## src/rtl/sdo_pkg.sv

```systemverilog
// Package: shared types for the serial readout port.
// Assumes: nothing beyond SystemVerilog 2017.
package sdo_pkg;

    // Read engine states.
    typedef enum logic [1:0] {
        RD_IDLE  = 2'd0,
        RD_SHIFT = 2'd1,
        RD_DONE  = 2'd2
    } rd_state_e;

endpackage

```

## src/rtl/sdo_sync.sv

```systemverilog
// Module: sdo_sync
// Multi-bit flop synchroniser; each bit is independent.
// Assumes: inputs are quasi-static with respect to clk (levels, not pulses
// shorter than a clock period); RST_VAL gives the idle level of each bit.
module sdo_sync #(
    parameter int              W       = 2,
    parameter int              STAGES  = 2,
    parameter logic [W-1:0]    RST_VAL = '0
) (
    input  logic         clk,
    input  logic         rst_n,
    input  logic [W-1:0] din,
    output logic [W-1:0] dout
);

    logic [W-1:0] stage_q [STAGES];

    for (genvar g = 0; g < STAGES; g++) begin : g_stage
        if (g == 0) begin : g_first
            // First stage samples the asynchronous input.
            always_ff @(posedge clk) begin
                if (!rst_n) stage_q[0] <= RST_VAL;
                else        stage_q[0] <= din;
            end
        end else begin : g_next
            // Later stages let metastability settle.
            always_ff @(posedge clk) begin
                if (!rst_n) stage_q[g] <= RST_VAL;
                else        stage_q[g] <= stage_q[g-1];
            end
        end
    end

    assign dout = stage_q[STAGES-1];

endmodule

```

## src/rtl/sdo_capture.sv

```systemverilog
// Module: sdo_capture
// Clamps the filter result into an output code, holds it, and runs the
// update window that keeps the ready flag inactive after each new word.
// Assumes: IN_W > WORD_W; UPD_CYC >= 1; rd_busy covers the read start cycle.
module sdo_capture #(
    parameter int WORD_W  = 20,
    parameter int IN_W    = 22,
    parameter int UPD_CYC = 4
) (
    input  logic                     clk,
    input  logic                     rst_n,
    input  logic                     bipolar,
    input  logic                     res_valid,
    input  logic signed [IN_W-1:0]   res_data,
    input  logic                     rd_busy,
    input  logic                     rd_done,
    output logic [WORD_W-1:0]        hold_word,
    output logic                     word_avail
);

    localparam int CNT_W = $clog2(UPD_CYC + 1);
    localparam logic signed [IN_W-1:0] BIP_HI = IN_W'((1 << (WORD_W - 1)) - 1);
    localparam logic signed [IN_W-1:0] BIP_LO = -BIP_HI - IN_W'(1);
    localparam logic signed [IN_W-1:0] UNI_HI = IN_W'((1 << WORD_W) - 1);
    localparam logic signed [IN_W-1:0] ZERO   = '0;

    logic [WORD_W-1:0] sat_word;
    logic [CNT_W-1:0]  win_q;
    logic              accept;

    // Clamp and code the incoming result for the selected range.
    always_comb begin
        if (bipolar) begin
            if (res_data > BIP_HI)      sat_word = '1;
            else if (res_data < BIP_LO) sat_word = '0;
            else sat_word = {~res_data[WORD_W-1], res_data[WORD_W-2:0]};
        end else begin
            if (res_data > UNI_HI)      sat_word = '1;
            else if (res_data < ZERO)   sat_word = '0;
            else sat_word = res_data[WORD_W-1:0];
        end
    end

    assign accept = res_valid && !rd_busy;

    // Hold register, update window counter and ready flag.
    always_ff @(posedge clk) begin
        if (!rst_n) begin
            hold_word  <= '0;
            win_q      <= '0;
            word_avail <= 1'b0;
        end else if (accept) begin
            hold_word  <= sat_word;
            win_q      <= CNT_W'(UPD_CYC);
            word_avail <= 1'b0;
        end else if (win_q != '0) begin
            win_q <= win_q - CNT_W'(1);
            if (win_q == CNT_W'(1)) word_avail <= 1'b1;
        end else if (rd_done) begin
            word_avail <= 1'b0;
        end
    end

    // the held word never changes while a read owns it.
    a_r11_hold_frozen: assert property (@(posedge clk) disable iff (!rst_n)
        rd_busy |=> $stable(hold_word));

    // an accepted strobe withdraws the ready flag on the next cycle.
    a_r5_window_opens: assert property (@(posedge clk) disable iff (!rst_n)
        (res_valid && !rd_busy) |=> !word_avail);

endmodule

```

## src/rtl/sdo_reader.sv

```systemverilog
// Module: sdo_reader
// Read engine: starts a read on synchronised chip select, shifts the held
// word out MSB first on detected serial-clock falls, floats the line at the
// end of the word or after a deselect once the current bit completes.
// Assumes: cs_s and sclk_s are already synchronised to clk, and clk runs at
// least four times faster than the serial clock.
module sdo_reader
    import sdo_pkg::*;
#(
    parameter int WORD_W = 20
) (
    input  logic              clk,
    input  logic              rst_n,
    input  logic              cs_s,
    input  logic              sclk_s,
    input  logic              word_avail,
    input  logic [WORD_W-1:0] hold_word,
    output logic              rd_start,
    output logic              rd_busy,
    output logic              rd_done,
    output logic              sdata,
    output logic              sdata_oe
);

    localparam int IDX_W = $clog2(WORD_W);
    localparam logic [IDX_W-1:0] LAST_IDX = IDX_W'(WORD_W - 1);

    rd_state_e         state_q;
    logic [WORD_W-1:0] shreg_q;
    logic [IDX_W-1:0]  bit_idx_q;
    logic              oe_q;
    logic              stop_pend_q;
    logic              sclk_prev_q;
    logic              sclk_fall;

    assign sclk_fall = sclk_prev_q && !sclk_s;
    assign rd_start  = (state_q == RD_IDLE) && !cs_s && word_avail;
    assign rd_busy   = rd_start || (state_q == RD_SHIFT);
    assign sdata     = oe_q & shreg_q[WORD_W-1];
    assign sdata_oe  = oe_q;

    // Serial clock history for falling-edge detection.
    always_ff @(posedge clk) begin
        if (!rst_n) sclk_prev_q <= 1'b0;
        else        sclk_prev_q <= sclk_s;
    end

    // Read sequencing, shifting and output enable.
    always_ff @(posedge clk) begin
        if (!rst_n) begin
            state_q     <= RD_IDLE;
            shreg_q     <= '0;
            bit_idx_q   <= '0;
            oe_q        <= 1'b0;
            stop_pend_q <= 1'b0;
            rd_done     <= 1'b0;
        end else begin
            rd_done <= 1'b0;
            case (state_q)
                RD_IDLE: begin
                    if (rd_start) begin
                        state_q     <= RD_SHIFT;
                        shreg_q     <= hold_word;
                        bit_idx_q   <= '0;
                        oe_q        <= 1'b1;
                        stop_pend_q <= 1'b0;
                    end
                end
                RD_SHIFT: begin
                    if (cs_s) stop_pend_q <= 1'b1;
                    if (sclk_fall) begin
                        if (bit_idx_q == LAST_IDX) begin
                            oe_q    <= 1'b0;
                            state_q <= RD_DONE;
                            rd_done <= 1'b1;
                        end else if (stop_pend_q || cs_s) begin
                            oe_q    <= 1'b0;
                            state_q <= RD_IDLE;
                        end else begin
                            shreg_q   <= {shreg_q[WORD_W-2:0], 1'b0};
                            bit_idx_q <= bit_idx_q + IDX_W'(1);
                        end
                    end
                end
                RD_DONE: begin
                    if (cs_s) state_q <= RD_IDLE;
                end
                default: state_q <= RD_IDLE;
            endcase
        end
    end

    // a driven bit only changes after a detected serial-clock fall.
    a_r7_bit_stable: assert property (@(posedge clk) disable iff (!rst_n)
        (sdata_oe && $past(sdata_oe) && !$past(sclk_fall)) |-> $stable(sdata));

    // a read opens with the MSB of the held word on the line.
    a_r6_msb_first: assert property (@(posedge clk) disable iff (!rst_n)
        rd_start |=> (sdata_oe && (sdata == $past(hold_word[WORD_W-1]))));

    // the line is only enabled when a word was ready.
    a_r10_no_start_unready: assert property (@(posedge clk) disable iff (!rst_n)
        $rose(sdata_oe) |-> $past(word_avail));

    // after deselect the line keeps driving until a serial-clock fall.
    a_r9_finish_bit: assert property (@(posedge clk) disable iff (!rst_n)
        (sdata_oe && cs_s && !sclk_fall) |=> sdata_oe);

    // completion of a word leaves the line floated.
    a_r8_float_end: assert property (@(posedge clk) disable iff (!rst_n)
        rd_done |=> !sdata_oe);

endmodule

```

## src/rtl/conv_sdo_port.sv

```systemverilog
// Module: conv_sdo_port (top)
// Serial result readout port of a converter: synchronises the host chip
// select and serial clock, clamps and holds filter results, and shifts them
// out on the host clock with a tri-state enable and an active-low ready flag.
// Assumes: clk at least 4x the serial clock; the host waits 4 master cycles
// after lowering cs_n before the first rising serial-clock edge.
module conv_sdo_port #(
    parameter int WORD_W  = 20,
    parameter int IN_W    = 22,
    parameter int UPD_CYC = 4,
    parameter int SYNC_ST = 2
) (
    input  logic                   clk,
    input  logic                   rst_n,
    input  logic                   bipolar,
    input  logic                   res_valid,
    input  logic signed [IN_W-1:0] res_data,
    input  logic                   cs_n,
    input  logic                   sclk,
    output logic                   sdata,
    output logic                   sdata_oe,
    output logic                   drdy_n
);

    logic [1:0]        sync_out;
    logic              cs_s;
    logic              sclk_s;
    logic [WORD_W-1:0] hold_word;
    logic              word_avail;
    logic              rd_start;
    logic              rd_busy;
    logic              rd_done;

    sdo_sync #(
        .W       (2),
        .STAGES  (SYNC_ST),
        .RST_VAL (2'b10)
    ) u_sync (
        .clk   (clk),
        .rst_n (rst_n),
        .din   ({cs_n, sclk}),
        .dout  (sync_out)
    );

    assign cs_s   = sync_out[1];
    assign sclk_s = sync_out[0];

    sdo_capture #(
        .WORD_W  (WORD_W),
        .IN_W    (IN_W),
        .UPD_CYC (UPD_CYC)
    ) u_capture (
        .clk        (clk),
        .rst_n      (rst_n),
        .bipolar    (bipolar),
        .res_valid  (res_valid),
        .res_data   (res_data),
        .rd_busy    (rd_busy),
        .rd_done    (rd_done),
        .hold_word  (hold_word),
        .word_avail (word_avail)
    );

    sdo_reader #(
        .WORD_W (WORD_W)
    ) u_reader (
        .clk        (clk),
        .rst_n      (rst_n),
        .cs_s       (cs_s),
        .sclk_s     (sclk_s),
        .word_avail (word_avail),
        .hold_word  (hold_word),
        .rd_start   (rd_start),
        .rd_busy    (rd_busy),
        .rd_done    (rd_done),
        .sdata      (sdata),
        .sdata_oe   (sdata_oe)
    );

    assign drdy_n = ~word_avail;

    // a floated line never shows a 1.
    a_r1_float_low: assert property (@(posedge clk) disable iff (!rst_n)
        !sdata_oe |-> !sdata);

    // the ready flag is active throughout any driven bit.
    a_r8_ready_while_driving: assert property (@(posedge clk) disable iff (!rst_n)
        sdata_oe |-> !drdy_n);

endmodule

```

## config.mk

```make
export PLATFORM = sky130hd
export DESIGN_NAME = conv_sdo_port
export DESIGN_NICKNAME = d
export VERILOG_FILES = /design/src/rtl/sdo_pkg.sv /design/src/rtl/sdo_sync.sv /design/src/rtl/sdo_capture.sv /design/src/rtl/sdo_reader.sv /design/src/rtl/conv_sdo_port.sv
export SDC_FILE = /design/constraint.sdc
export NUM_CORES = 1
export LEC_CHECK = 0
export BUFFER_PORTS_ARGS = -buffer_cell sky130_fd_sc_hd__buf_2
export CAP_MARGIN = 25
export CELL_PAD_IN_SITES_DETAIL_PLACEMENT = 1
export CELL_PAD_IN_SITES_GLOBAL_PLACEMENT = 2
export CORE_UTILIZATION = 36
export DETAILED_ROUTE_END_ITERATION = 10
export PLACE_DENSITY_LB_ADDON = 0.1
export RECOVER_POWER = 50
export REMOVE_ABC_BUFFERS = 1
export SYNTH_ARGS = -nofsm -noshare
export SYNTH_HDL_FRONTEND = slang
export SYNTH_HIERARCHICAL = 1
export SYNTH_SLANG_ARGS = --single-unit
export TNS_END_PERCENT = 50
```

## constraint.sdc

```tcl
create_clock -name clk -period 1.85 [get_ports clk]
set_input_delay 0.185 -clock clk [delete_from_list [all_inputs] [get_ports clk]]
set_output_delay 0.185 -clock clk [all_outputs]
set_load 0.01 [all_outputs]
```

==> metrics, run 1 <==
ant diodes=0; drt total wl=7880 um; commonest non-fill, non-tap cell in the layout=dfxtp_1; Switching Share=0.260; IO Count=31; WL/cell=15.8 um; Synth warnings=6; maxcap violations=0; die width=95.0 um; initial antenna violation count=0; clock sinks=approximately 60; Fin. Hold Viols=0; Slew HR=0.566; DR vias=2676; TritonCTS buffer count=9; core area=between 8000 and 9000 um^2; R2R cell count=5; Net Sw Power=0.690 mW; first-pass GRT wire length=12900 um; min-delay src=cs_n; Iteration-0 DRC Markers=59; DR vias/cell=roughly 5.4; Overall Power=roughly 2.7 mW; Reg-to-Reg Start=u_reader/bit_idx_q[0]$_SDFFE_PN0P_; Final setup viols=0; final max-slew violation count=0; Worst Setup EP=u_reader/bit_idx_q[3]$_SDFFE_PN0P_; num rows=33; Max Used Layer=met4; CP Launch Type=flop; Longest Clk Path Bufs=2; DP Wirelength=around 5000 um; residual DRC count=0; Mapped Avg Cell Area=8.62 um^2; largest net degree at the start of global routing=40; Post-Syn Instances=361; CP Capture Type=flop; Lkg Pwr=approximately 1.3 nW; reg-to-reg endpoint=u_reader/bit_idx_q[3]$_SDFFE_PN0P_; status=finished clean; Clock Skew=just under 9 ps; Hold Crit Class=in -> reg; First-pass DRT Iterations=5; port bufs=30; post-CTS resize count=0; Worst Path Required=2130 ps; Layout Nets=between 400 and 500; Clk network pwr share=0.370; Post-Syn Area=~3100 um^2; crit path from=u_reader/bit_idx_q[0]$_SDFFE_PN0P_; Crit Path Category=reg -> reg; CTS clock-pin slew for the worst setup and hold paths=about 60 ps; final period utilization=0.957; Die Y=95.0 um; met2 WL=3520 um; post-CTS setup buffers=0; CTS root buffer=clkbuf_8; Hold Buf Count CTS=0; WL met1=3950 um; Comb pwr share=0.125; PnR worst setup slack=just under 80 ps; TritonCTS clock tree=done; P_int=1.97 mW; share of layout cells above drive strength 1=0.188; Tot GR Track Use=0.188; pwr/cell area=between 700 and 800 nW/um^2; slew at the pin closest to its max-slew limit=650 ps; area delta synth->final=11.9%; worst-path maximum fanout=5; vias in the first global route=~2600; Final GP Congestion=roughly 0.72; most frequent cells in the layout=dfxtp_1, nor2_1, a21oi_1, buf_2, nand2_1; total die area=around 9000 um^2; sequential fraction of design power=0.506; Routed met3 length=~300 um; Setup WS pre-CTS=between 100 and 150 ps; GR Overflow Total=0; CTS H-tree depth=3; filler instances=between 1000 and 1500; max frequency=565 MHz; Final ANT Viol Nets=0; IR Drop Worst-Case VDD=approximately 320 uV; RSZ-0062 raised after global routing=no; cell depth of the worst hold path=2; clk_lat worst skew=roughly 340 ps; FF-to-FF setup slack=roughly 79 ps; Starting Density=0.375; crit path time final=around 1800 ps; crit path DAT=2050 ps; setup TNS=0 ps
## how the worst min path moves through the flow
stage	end	slack, ps
global route	u_sync/stage_q[0][1]$_SDFF_PN1_	30
global placement	u_sync/stage_q[0][1]$_SDFF_PN1_	370
detailed placement	u_sync/stage_q[0][1]$_SDFF_PN1_	380
CTS	u_sync/stage_q[0][1]$_SDFF_PN1_	20
floorplan	u_sync/stage_q[0][1]$_SDFF_PN1_	260
finish	u_sync/stage_q[0][1]$_SDFF_PN1_	40
## critical path, stage by stage (launching register included)
cell,delay [ps]
dfxtp_1,340
ha_1,240
and4bb_4,240
or4b_4,580
nor3_1,200
a31o_1,110
## per-stage QoR
step / area, um^2 / utilization / hold WS [ps] / instances
2_1_floorplan: 2890 / - / 258 / 331
3_3_place_gp: 3300 / 0.398 / 373 / 481
3_5_place_dp: 3300 / 0.398 / 377 / 481
4_1_cts: 3460 / 0.417 / 20.1 / 496
5_1_grt: 3480 / 0.420 / 27.6 / 498
6_report: 3480 / 0.420 / 37.5 / 498
## flip-flops by register name, summed over array words and instances (netlist names)
name	count
u_capture/word_avail	1
u_reader/bit_idx_q	5
u_reader/rd_done	1
u_capture/hold_word	20
u_reader/shreg_q	20
u_reader/sdata_oe	1
u_reader/sclk_prev_q	1
u_sync/stage_q	4
u_capture/win_q	3
u_reader/state_q	2
u_reader/stop_pend_q	1
## cell type report
class                      instances  area [um^2]  area share
multi-input combinational        263         1670       0.480
sequential                        59         1180       0.339
timing repair buffer              47          307      0.0880
clock buffer                      12          145      0.0417
tap                              105          131      0.0377
inverter                           9         33.8     0.00970
clock inverter                     3         15.0     0.00431
## power groups by stage
stage               Clock, mW  Combinational (mW)  Sequential (mW)
floorplan                   0               0.183             1.36
global placement            0               0.328             1.37
detailed placement          0               0.334             1.37
CTS                      1.03               0.335             1.34
global route             1.09               0.368             1.35
finish                  0.982               0.331             1.34
## metal layers
layer  vias to the layer above  GRT usage
met5                         -          0
met4                         0     0.0720
met3                        10     0.0467
met2                        53      0.296
met1                      1271      0.246
li1                       1342          -
(Power assumes the default switching activity.)
==> run 2, diff against run 1 <==
- CORE_ASPECT_RATIO: unset -> 2
- SLEW_MARGIN: unset -> 0
==> run 2 against run 1 <==
  * Utilization rose by 1.9 points
  * Sequential cell count is the same
  * Largest cell class unchanged
  * Total power increased by 35%
  * Sequential power barely moved
  * Final cell count fell by 1.4%
  * Die area rose by 0.25%
  * Sequential share of layout area is 1.7 points lower
  * Critical path type unchanged
==> metrics, run 2 (synthesized netlist as in run 1, its figures left out) <==
TritonCTS clock tree=done; Clock Skew=5.93 ps (-2.80 ps); biggest regs=u_capture/hold_word x20, u_reader/shreg_q x20, u_reader/bit_idx_q x5; Die Y=134 um (+41%); die width=67.8 um (-29%); Starting Density=0.373 (-0.00230); DP Wirelength=5620 um (+12%); Final setup viols=0 (unchanged); port bufs=30 (unchanged); largest net degree at the start of global routing=40 (unchanged); share of layout cells above drive strength 1=0.196 (+0.00763); commonest non-fill, non-tap cell in the layout=dfxtp_1; final max-slew violation count=0 (unchanged); most frequent cells in the layout=dfxtp_1, nor2_1, a21oi_1, nand2_1, buf_2; Hold Crit Class=in -> reg; Tot GR Track Use=0.202 (+0.0144); Fin. Hold Viols=0 (unchanged); CP Launch Type=flop; maxcap violations=0 (unchanged); placed instance count=473 (-1.7%); pwr/cell area=981 nW/um^2 (+29%); Overall Power=3.59 mW (+35%); CTS clock-pin slew for the worst setup and hold paths=50 ps (about the same); CP Capture Type=flop; TritonCTS buffer count=9 (unchanged); Util after Layout=0.439 (+0.0190); GR Overflow Total=0 (unchanged); WL met1=3510 um (-11%); Crit Path Category=reg -> reg; IO Count=31 (unchanged); max frequency=572 MHz (+1.2%); Slew HR=0.739 (+0.172); dpl cell area=3290 um^2 (-0.49%); core area=8350 um^2 (+0.62%); P_int=2.80 mW (+43%); first-pass GRT wire length=13500 um (+4.3%); setup TNS=0 ps (unchanged); DR vias/cell=5.58 (+3.8%); WL/cell=17.4 um (+9.7%); DR vias=2739 (+2.4%); clk_lat worst skew=320 ps (-20 ps); ant diodes=0 (unchanged); Comb pwr share=0.092 (-0.033); CTS H-tree depth=3 (unchanged); Max Used Layer=met4; Routed met3 length=190 um (-37%); final period utilization=0.946 (-0.0113); total die area=9050 um^2 (+0.25%); initial antenna violation count=0 (unchanged); cell depth of the worst hold path=2 (unchanged); RSZ-0062 raised after global routing=no; Final ANT Viol Nets=0 (unchanged); Layout Nets=420 (-0.24%); Final GP Congestion=0.796 (+11%); worst-path maximum fanout=14 (+9); Switching Share=0.220 (-0.0402); met2 WL=4670 um (+33%); R2R cell count=6 (+1); drt total wl=8520 um (+8.2%); vias in the first global route=2854 (+10%); residual DRC count=0 (unchanged); slew at the pin closest to its max-slew limit=392 ps (-259 ps); crit path time final=1750 ps (-20.9 ps); clock sinks=59 (unchanged); IR Drop Worst-Case VDD=622 uV (+95%); First-pass DRT Iterations=4 (-1); Worst Path Required=2110 ps (-20 ps); status=finished clean; Post-Layout Cell Count=491 (-1.4%); Lkg Pwr=1.39 nW (+5.7%); filler instances=989 (-1.7%); final instance area=3660 um^2 (+5.2%); Longest Clk Path Bufs=2 (unchanged); crit path DAT=2010 ps (-40 ps); Iteration-0 DRC Markers=94 (+59%); sequential fraction of design power=0.375 (-0.131); CTS root buffer=clkbuf_16; area delta synth->final=17.7%; Net Sw Power=0.789 mW (+14%); num rows=47 (+42%); Clk network pwr share=0.534 (+0.164)
[run 2: changes by cell type in the layout (fill, tap and decap cells not counted)]
cell	delta
ha_2	+1
and2_1	+3
clkbuf_8	-9
clkbuf_2	-1
nor3_1	-2
clkbuf_16	+9
ha_1	-1
buf_2	-1
clkinv_2	-1
and2_0	-3
bufinv_16	+3
nor3_2	+2
[run 2: per-layer routing]
metal	global-route usage	up-vias
met3	0.0257	9
li1	-	1346
met1	0.213	1345
met4	0.0957	0
met5	0	-
met2	0.372	39
[run 2: repair_timing]
action | 4_1_cts | 5_1_grt
gates resized for setup | 0 | 3
setup buffers | 0 | 1
hold buffers | 0 | 0
setup endpoints to repair | 0 | 12
[run 2: power groups by stage]
stage,registers [mW],logic (mW),clock network [mW]
2_1_floorplan,1.36,0.183,0
6_report,1.35,0.330,1.92
3_3_place_gp,1.37,0.328,0
4_1_cts,1.35,0.337,1.95
5_1_grt,1.35,0.370,2.01
3_5_place_dp,1.37,0.335,0
[run 2: worst paths after layout]
kind | endpoint | startpoint | slack, ps
worst max-delay path | u_reader/shreg_q[4]$_SDFFE_PN0P_ | u_reader/state_q[1]$_SDFFE_PN0P_ | 100
worst min-delay path | u_sync/stage_q[0][1]$_SDFF_PN1_ | cs_n | 50
worst max register to register | u_reader/shreg_q[4]$_SDFFE_PN0P_ | u_reader/state_q[1]$_SDFFE_PN0P_ | 100
worst min register to register | u_sync/stage_q[1][1]$_SDFF_PN1_ | u_sync/stage_q[0][1]$_SDFF_PN1_ | 410
[run 2: area by class of cell]
class	count	area [um^2]	share of cell area
Clock buffer	11	243	0.0663
Clock inverter	5	100	0.0273
Inverter	9	33.8	0.00922
Multi-Input combinational cell	263	1680	0.459
Sequential cell	59	1180	0.322
Tap cell	98	123	0.0335
Timing Repair Buffer	46	300	0.0820
[run 2: worst max-delay path, cell delays in order, from the launching register on]
cell and delay (ps):
dfxtp_1 380, nand4bb_1 330, o31ai_4 360, clkbuf_1 230
clkbuf_16 200, o21ai_1 60, a21oi_1 120
[run 2: through the flow]
stage	setup slack, ps	hold slack [ps]
2_1_floorplan	-904	258
3_3_place_gp	125	375
3_5_place_dp	85.8	377
4_1_cts	58.9	40.3
5_1_grt	27.2	55.4
6_report	100	47.7
==> run 3, diff against run 2 <==
- CORE_MARGIN: unset -> 2
- CTS_BUF_LIST: unset -> sky130_fd_sc_hd__clkbuf_16
==> run 3 against run 2 <==
  * Wire length unchanged
  * Register-to-register slack about the same
  * Sequential share of layout area is 0.32 points higher
  * Non-clock buffer count shrank 2
  * Highest routed layer unchanged
  * Critical path depth is 1 lower
  * Setup slack improved by 9.6 ps
  * Critical path type unchanged
  * Clock skew is 3.0 ps higher
  * Worst hold slack worse by 15 ps
  * Via count shrank 0.22%
  * Largest cell class unchanged
  * Clock-buffer cell count decreased by 2
==> metrics, run 3 (synthesized netlist as in run 1, its figures left out) <==
status=finished clean; clk_lat worst skew=340 ps (+20 ps); Setup WS pre-CTS=67.8 ps (-18.0 ps); placed instance count=475 (+0.42%); vias in the first global route=2856 (+0.070%); Iteration-0 DRC Markers=84 (-11%); DP Wirelength=5610 um (-0.12%); TritonCTS buffer count=9 (unchanged); R2R cell count=5 (-1); Hold Crit Class=in -> reg; Tot GR Track Use=0.191 (-0.0116); Post-Layout Cell Count=491 (unchanged); cell depth of the worst hold path=2 (unchanged); Lkg Pwr=1.38 nW (-0.81%); Crit Path Category=reg -> reg; die width=69.8 um (+3.0%); largest net degree at the start of global routing=40 (unchanged); WL/cell=17.4 um (unchanged); worst-path maximum fanout=5 (-9); GR Overflow Total=0 (unchanged); Hold Buf Count CTS=0 (unchanged); crit path time final=1740 ps (-9.63 ps); num rows=48 (+2.1%); Longest Clk Path Bufs=2 (unchanged); TritonCTS clock tree=done; final period utilization=0.941 (-0.00521); First-pass DRT Iterations=4 (unchanged); crit path DAT=2020 ps (about the same); slew at the pin closest to its max-slew limit=513 ps (+122 ps); Overall Power=3.55 mW (-1.1%); met2 WL=4690 um (+0.60%); max frequency=575 MHz (+0.55%); first-pass GRT wire length=13800 um (+2.3%); Fin. Hold Viols=0 (unchanged); WL met1=3460 um (-1.2%); CTS clock-pin slew for the worst setup and hold paths=50 ps (about the same); Fin Hold WS=32.7 ps (-15.0 ps); Layout Nets=418 (-0.48%); IR Drop Worst-Case VDD=519 uV (-17%); Clock Skew=8.91 ps (+2.98 ps); Routed met3 length=179 um (-5.8%); Max Used Layer=met4; most frequent cells in the layout=dfxtp_1, nor2_1, o21ai_0, a21oi_1, nand2_1; CTS root buffer=clkbuf_16; Die Y=136 um (+1.5%); drt total wl=8520 um (unchanged); final instance area=3630 um^2 (-0.99%); CP Capture Type=flop; DR vias=2733 (-0.22%); share of layout cells above drive strength 1=0.187 (-0.00923); port bufs=30 (unchanged); final max-slew violation count=0 (unchanged); PnR worst setup slack=110 ps (+9.63 ps); maxcap violations=0 (unchanged); core area=8530 um^2 (+2.1%); pwr/cell area=980 nW/um^2 (about the same); clock sinks=59 (unchanged); commonest non-fill, non-tap cell in the layout=dfxtp_1; Starting Density=0.365 (-0.00777); ant diodes=0 (unchanged); total die area=9450 um^2 (+4.5%); CP Launch Type=flop; setup TNS=0 ps (unchanged); IO Count=31 (unchanged); initial antenna violation count=0 (unchanged); residual DRC count=0 (unchanged); CTS H-tree depth=3 (unchanged); Final GP Congestion=0.709 (-11%); dpl cell area=3300 um^2 (+0.46%); Final ANT Viol Nets=0 (unchanged); Worst Path Required=2130 ps (+20 ps); Util after Layout=0.425 (-0.0134); DR vias/cell=5.57 (-0.22%); Slew HR=0.658 (-0.0811); biggest regs=u_capture/hold_word x20, u_reader/shreg_q x20, u_reader/bit_idx_q x5; RSZ-0062 raised after global routing=no; Final setup viols=0 (unchanged); area delta synth->final=16.5%
run 3: cell types whose count changed in the layout (fill, tap and decap cells not counted), moves of 2 or more:
| cell | before | now |
|---|---|---|
| o21ai_1 | 21 | 11 |
| clkbuf_1 | 7 | 5 |
| o21ai_0 | 23 | 33 |
| nor3_2 | 2 | 0 |
| nor3_1 | 3 | 5 |
run 3: area by class of cell:
class / count / area [um^2]
fillers: 1032 / 4900
multi-input cells: 263 / 1670
flip-flops and latches: 59 / 1180
repair buffers: 44 / 282
clock buffers: 9 / 225
well taps: 100 / 125
clock inverters: 7 / 108
inverters: 9 / 33.8
run 3: repair_timing:
item,CTS,global route
endpoints found under the setup margin,0,8
gates resized for setup,0,1
buffers inserted,0,0
run 3: final timing paths:
path                                       from                            endpoint  slack [ps]
max reg2reg  u_reader/bit_idx_q[0]$_SDFFE_PN0P_  u_reader/bit_idx_q[2]$_SDFFE_PN0P_         110
min                                        cs_n     u_sync/stage_q[0][1]$_SDFF_PN1_          30
max          u_reader/bit_idx_q[0]$_SDFFE_PN0P_  u_reader/bit_idx_q[2]$_SDFFE_PN0P_         110
min reg2reg     u_sync/stage_q[0][1]$_SDFF_PN1_     u_sync/stage_q[1][1]$_SDFF_PN1_         420
run 3: critical path: stages, from the launching register on:
cell and delay, ps:
dfxtp_1 330, ha_2 220, and4bb_4 230, or4b_4 580, nor3b_2 190, a31o_1 130
run 3: layer usage:
metal,GRT usage,vias to the layer above
met4,0.0908,0
met5,0,-
met2,0.360,35
li1,-,1342
met3,0.0417,10
met1,0.196,1346
run 3: where the power goes:
group          switching [mW]  total [mW]  internal [mW]  leakage, nW
Clock                   0.577        1.87           1.30        0.168
Sequential             0.0282        1.35           1.32        0.480
Combinational           0.194       0.333          0.139        0.727
